File: config.mk
export PLATFORM = sky130hd
export DESIGN_NAME = sw_prot_timer
export DESIGN_NICKNAME = d
export VERILOG_FILES = /design/src/rtl/sw_prot_pkg.sv /design/src/rtl/sw_oc_channel.sv /design/src/rtl/sw_ls_delay.sv /design/src/rtl/sw_ul_window.sv /design/src/rtl/sw_prot_timer.sv
export SDC_FILE = /design/constraint.sdc
export NUM_CORES = 1
export LEC_CHECK = 0
export BUFFER_PORTS_ARGS = -buffer_cell sky130_fd_sc_hd__buf_4
export CELL_PAD_IN_SITES_DETAIL_PLACEMENT = 0
export CELL_PAD_IN_SITES_GLOBAL_PLACEMENT = 1
export CORE_MARGIN = 8
export CORE_UTILIZATION = 51
export DETAILED_ROUTE_END_ITERATION = 6
export PLACE_DENSITY = 0.94
export SYNTH_ARGS = -nofsm -noshare
export SYNTH_HDL_FRONTEND = slang
export SYNTH_SLANG_ARGS = --single-unit
File: constraint.sdc
create_clock -name clk -period 3.7 [get_ports clk]
set_input_delay 0.37 -clock clk [delete_from_list [all_inputs] [get_ports clk]]
set_output_delay 0.37 -clock clk [all_outputs]
set_load 0.01 [all_outputs]
File: src/rtl/sw_prot_pkg.sv
package sw_prot_pkg;
  // Position of each switch inside its half-bridge pair
  localparam int unsigned SIDE_LOW  = 0;
  localparam int unsigned SIDE_HIGH = 1;
  localparam int unsigned PAIR_W    = 2;

  function automatic int unsigned cnt_width(input int unsigned limit);
    return (limit < 1) ? 1 : $clog2(limit + 1);
  endfunction
endpackage

File: src/rtl/sw_oc_channel.sv
module sw_oc_channel #(
  parameter int unsigned OC_TICKS = 50
) (
  input  logic clk,
  input  logic rst_n,
  input  logic tick_i,
  input  logic clr_i,
  input  logic drive_i,
  input  logic oc_i,
  input  logic lock_en_i,
  output logic cut_o,
  output logic trip_o
);
  import sw_prot_pkg::*;
  localparam int unsigned CW = cnt_width(OC_TICKS);
  localparam logic [CW-1:0] LAST = CW'(OC_TICKS - 1);

  logic [CW-1:0] cnt_q, cnt_d;
  logic          cut_q, cut_d;
  logic          active;

  always_comb begin
    active = drive_i & oc_i & lock_en_i;
    trip_o = active & tick_i & (cnt_q == LAST);
    cnt_d  = cnt_q;
    if (!active)
      cnt_d = '0;
    else if (tick_i)
      cnt_d = trip_o ? '0 : cnt_q + 1'b1;
    cut_d = cut_q;
    if (clr_i)
      cut_d = 1'b0;
    else if (trip_o)
      cut_d = 1'b1;
  end

  always_ff @(posedge clk or negedge rst_n) begin
    if (!rst_n) begin
      cnt_q <= '0;
      cut_q <= 1'b0;
    end else begin
      cnt_q <= cnt_d;
      cut_q <= cut_d;
    end
  end

  assign cut_o = cut_q;
endmodule

File: src/rtl/sw_ls_delay.sv
module sw_ls_delay #(
  parameter int unsigned LS_DELAY = 4
) (
  input  logic clk,
  input  logic rst_n,
  input  logic tick_i,
  input  logic req_i,
  output logic on_o
);
  import sw_prot_pkg::*;
  localparam int unsigned CW = cnt_width(LS_DELAY);
  localparam logic [CW-1:0] DONE = CW'(LS_DELAY);

  logic [CW-1:0] cnt_q, cnt_d;
  logic          expired;

  always_comb begin
    expired = (cnt_q == DONE);
    cnt_d   = cnt_q;
    if (!req_i)
      cnt_d = '0;
    else if (tick_i && !expired)
      cnt_d = cnt_q + 1'b1;
  end

  always_ff @(posedge clk or negedge rst_n) begin
    if (!rst_n) cnt_q <= '0;
    else        cnt_q <= cnt_d;
  end

  assign on_o = req_i & expired;
endmodule

File: src/rtl/sw_ul_window.sv
module sw_ul_window #(
  parameter int unsigned UL_TICKS = 300
) (
  input  logic clk,
  input  logic rst_n,
  input  logic tick_i,
  input  logic restart_i,
  output logic blank_o
);
  import sw_prot_pkg::*;
  localparam int unsigned CW = cnt_width(UL_TICKS);
  localparam logic [CW-1:0] END_CNT = CW'(UL_TICKS);

  logic [CW-1:0] cnt_q, cnt_d;
  logic          blank;

  always_comb begin
    blank = (cnt_q != END_CNT);
    cnt_d = cnt_q;
    if (restart_i)
      cnt_d = '0;
    else if (tick_i && blank)
      cnt_d = cnt_q + 1'b1;
  end

  always_ff @(posedge clk or negedge rst_n) begin
    if (!rst_n) cnt_q <= '0;
    else        cnt_q <= cnt_d;
  end

  assign blank_o = blank;
endmodule

File: src/rtl/sw_prot_timer.sv
module sw_prot_timer #(
  parameter int unsigned NUM_HB   = 6,
  parameter int unsigned OC_TICKS = 50,
  parameter int unsigned UL_TICKS = 300,
  parameter int unsigned LS_DELAY = 4
) (
  input  logic                  clk,
  input  logic                  rst_n,
  input  logic                  tick_i,
  input  logic                  frame_load_i,
  input  logic [2*NUM_HB-1:0]   cmd_on_i,
  input  logic                  oc_lock_en_i,
  input  logic [2*NUM_HB-1:0]   oc_flag_i,
  input  logic [2*NUM_HB-1:0]   ul_flag_i,
  output logic [2*NUM_HB-1:0]   drive_o,
  output logic                  overload_req_o,
  output logic                  underload_req_o
);
  import sw_prot_pkg::*;
  localparam int unsigned NSW = PAIR_W * NUM_HB;

  logic [NSW-1:0] cmd_q, cmd_d;
  logic [NSW-1:0] cut, trip;
  logic [NSW-1:0] drive;
  logic           ovl_q, ovl_d;
  logic           ulr_q, ulr_d;
  logic           blank;

  // Frame register
  always_comb begin
    cmd_d = frame_load_i ? cmd_on_i : cmd_q;
  end

  always_ff @(posedge clk or negedge rst_n) begin
    if (!rst_n) cmd_q <= '0;
    else        cmd_q <= cmd_d;
  end

  // Per half-bridge: conflict filter and low-side turn-on delay
  for (genvar k = 0; k < NUM_HB; k++) begin : g_bridge
    localparam int unsigned LO = PAIR_W * k + SIDE_LOW;
    localparam int unsigned HI = PAIR_W * k + SIDE_HIGH;
    logic both, ls_req, ls_on;

    assign both   = cmd_q[LO] & cmd_q[HI];
    assign ls_req = cmd_q[LO] & ~both & ~cut[LO];
    assign drive[HI] = cmd_q[HI] & ~both & ~cut[HI];

    sw_ls_delay #(.LS_DELAY(LS_DELAY)) u_lsd (
      .clk    (clk),
      .rst_n  (rst_n),
      .tick_i (tick_i),
      .req_i  (ls_req),
      .on_o   (ls_on)
    );
    assign drive[LO] = ls_on;
  end

  // Per switch: overcurrent dead-time and cut latch
  for (genvar i = 0; i < NSW; i++) begin : g_sw
    sw_oc_channel #(.OC_TICKS(OC_TICKS)) u_oc (
      .clk       (clk),
      .rst_n     (rst_n),
      .tick_i    (tick_i),
      .clr_i     (frame_load_i),
      .drive_i   (drive[i]),
      .oc_i      (oc_flag_i[i]),
      .lock_en_i (oc_lock_en_i),
      .cut_o     (cut[i]),
      .trip_o    (trip[i])
    );
  end

  // Shared underload blanking window
  sw_ul_window #(.UL_TICKS(UL_TICKS)) u_ulw (
    .clk       (clk),
    .rst_n     (rst_n),
    .tick_i    (tick_i),
    .restart_i (frame_load_i),
    .blank_o   (blank)
  );

  // Status requests
  always_comb begin
    ovl_d = |trip;
    ulr_d = ~blank & (|(drive & ul_flag_i));
  end

  always_ff @(posedge clk or negedge rst_n) begin
    if (!rst_n) begin
      ovl_q <= 1'b0;
      ulr_q <= 1'b0;
    end else begin
      ovl_q <= ovl_d;
      ulr_q <= ulr_d;
    end
  end

  assign drive_o         = drive;
  assign overload_req_o  = ovl_q;
  assign underload_req_o = ulr_q;
endmodule

==> metrics.md <==
| Metric | Value |
|---|---|
| Status | complete, no violations |
| Crit path DAT | approximately 1.9 ns |
| Cell Area, Synth | around 6900 µm² |
| FF-to-FF Start | g_bridge[2].u_lsd.cnt_q[0]$_DFFE_PN0P_ |
| 1st-pass router iterations | 4 |
| GRT overflow | 0 |
| Most used DFF post-synth | dfrtp_1 |
| Leakage | roughly 3.7 nW |
| Root buf cell | clkbuf_16 |
| Most frequent cell after synthesis | dfrtp_1 |
| CTS tree | done |
| Vias in the first global route | roughly 5600 |
| # setup viols final | 0 |
| Crit end category | output pin |
| CTS resizes | 0 |
| Nets | just over 800 |
| Input/output buffers | 54 |
| Final WL | ~16000 µm |
| Mux cell area share after synthesis | 0.0196 |
| Largest cells by area after synthesis | dfrtp_1, ha_1, nand2_1, o21ai_0, nor2_1 |
| Clock sink total | roughly 130 |
| Setup TNS | 0 ns |
| R2R depth | 7 |
| Number of remaining DRC errors | 0 |
| First-pass GRT wire length | about 27000 µm |
| GRT Total Usage | 0.189 |
| Synth Area in Compound Gates | 0.126 |
| Routed wire per std cell | about 17 µm |
| Post-Synth XOR/XNOR Area | 0.0482 |
| Adder-Cell Fraction of Synth Area | 0.0689 |
| Share of cells above drive strength 1 | 0.158 |
| CP Class | flip-flop to output pin |
| Die span in x | 132 µm |
| Std-Cell Rows | 42 |
| Vias | 5339 |
| Synth Register Bits | between 100 and 150 |
| DIE AREA | about 18000 µm² |
| Largest net degree at the start of global routing | 79 |
| ANT nets after route | 0 |
| Worst vdd ir | 0.288 mV |
| Die span in y | between 100 and 150 µm |
| Max Buffers Root-to-Sink | 2 |
| Max-capacitance violation count | 0 |
| Starting DRC count in detailed routing | about 310 |
| DP HPWL | 11100 µm |
| Post-synthesis area per instance | slightly below 10 µm² |
| Clock latency on the worst-skew pair | around 0.42 ns |
| RSZ-0062 raised after global routing | false |
| Core ar. | between 10000 and 15000 µm² |
| Pwr Density | between 400 and 500 nW/µm² |
| Yosys warns | 0 |
| Initial Util | 0.521 |
| Area leader, netlist | dfrtp_1 |
| Area grow syn2layout | 15.9% |
| Worst Clk Skew | about 0.006 ns |
| I/O pin count | 55 |
| Syn Inst Count | about 700 |
| FFs w/ async S/R, synth | 1.00 |
| Post-synth top cells | dfrtp_1, nand2_1, nor2_1 |
| Final period utilization | 0.612 |
| Clock transition at path regs | around 0.06 ns |
| Setup bufs post-CTS | 0 |
| Worst-path maximum fanout | 6 |
| Final setup margin | around 1.4 ns |
| Antenna cells | 0 |
| EDFF count, synth | 0 |
| Gp weighted congestion | just over 0.8 |
| Pre-CTS setup slack | about 1.6 ns |
| H-tree levels | 4 |
| Endpoints failing hold | 0 |
| Fin. max-slew vios | 0 |
| CP startpoint kind | flip-flop |
| Slew Limit Headroom | 0.312 |
| Post-synthesis sequential area ratio | 0.453 |
| Slew @ Worst Pin | roughly 1.0 ns |
| Drt via density | 5.70 |
| Simple-gate area share of the yosys netlist | 0.242 |
| Worst Setup SP | cmd_q[1]$_DFFE_PN0P_ |
| Synth unique cells | 59 |
| Hold Crit Class | input pin to async pin |
| Worst Hold Slack | 0.137 ns |
| Top cell type's share of synthesized area | 0.453 |
| Final core utilization | 0.604 |
| Largest family of logic cells by synthesized area | simple AND/OR/NAND/NOR gates |
| Post-Syn Nets | roughly 800 |
| Fin crit period | about 2.3 ns |
| Maximum clock rate | between 0.4 and 0.5 GHz |
| Number of buffers created by CTS | 17 |
| Initial antenna violation count | 0 |
| CTS Hold Bufs | 0 |
| WP data required | between 3 and 4 ns |
==> sequential cells by signal, summed over array words and instances (netlist names) <==
name                  flops
g_sw.u_oc.cut_o          12
g_bridge.u_lsd.cnt_q     18
overload_req_o            1
u_ulw.cnt_q               9
cmd_q                    12
underload_req_o           1
g_sw.u_oc.cnt_q          72
==> logic make-up after synthesis <==
kind of cell / count (synthesis)
AOI/OAI and AO/OA: 138
DFF: 125
xor gates and xnor gates: 38
and+or+nand+nor: 288
buffers and inverters: 60
adders and majority gates: 38
muxes: 12
==> critical path, cell delays in order (launching register included) <==
cell and delay (ns):
dfrtp_1 0.39, or3b_1 0.58, nor2_1 0.32, buf_4 0.18
==> power breakdown <==
group	leakage [nW]	switching, mW	internal, mW
sequential	1.71	0.0263	1.39
combinational	1.65	0.142	0.0964
clock	0.304	0.582	1.15
total	3.67	0.750	2.64
==> stage by stage <==
stage	instance area [µm²]	total power [mW]	cells
after CTS	7990	3.41	936
final	7990	3.39	936
after floorplan	6900	1.57	699
after global placement	7380	1.67	904
after detailed placement	7380	1.68	904
after global routing	7990	3.50	936
==> final timing paths <==
kind	end	slack, ns
worst min register to register	g_sw[0].u_oc.cut_o$_DFFE_PN0P_	0.51
max in group asynchronous	g_sw[11].u_oc.cnt_q[0]$_DFFE_PN0P_	2.75
worst min-delay path	g_sw[6].u_oc.cnt_q[4]$_DFFE_PN0P_	0.14
worst max-delay path	drive_o[0]	1.43
min in group clk	cmd_q[2]$_DFFE_PN0P_	0.18
worst max register to register	g_sw[4].u_oc.cnt_q[3]$_DFFE_PN0P_	1.75
==> final cells by class <==
| class | instances | area, µm² |
|---|---|---|
| flip-flops and latches | 125 | 3130 |
| repair buffers | 55 | 425 |
| clock buffers | 26 | 509 |
| well taps | 176 | 220 |
| multi-input cells | 514 | 3480 |
| fillers | 1122 | 5250 |
| inverters | 34 | 128 |
| clock inverters | 6 | 105 |
==> placed cells by master (no fill, tap or decap), types with 4 or more instances in the layout <==
cell,instances
clkbuf_8,5
buf_4,54
o21ai_0,54
a211o_1,5
xor2_1,25
a21o_1,9
and4b_1,6
nand2b_1,8
clkbuf_1,4
o31ai_1,4
nand3_1,39
clkbuf_16,17
nand4bb_1,6
o22ai_1,10
a311o_1,4
nor3_1,13
nor3b_1,15
xnor2_1,13
nor2_1,64
mux2_2,12
nor2b_1,4
and3_1,14
nand4_1,12
a21oi_1,19
o31a_1,4
dfrtp_1,125
nor2_8,4
nand2_1,74
inv_1,34
o21ai_1,9
and2_1,5
ha_1,38
==> routing by layer <==
layer / routed length (µm) / part of all wire / vias to the layer above / GRT usage
met2: 7700 / 0.49 / 118 / 0.319
met1: 6820 / 0.43 / 2630 / 0.219
li1: - / - / 2561 / -
met4: 340 / 0.022 / 0 / 0.0713
met3: 918 / 0.058 / 30 / 0.0595
met5: 0 / 0 / - / 0
Power figures use the tool's default switching activity.
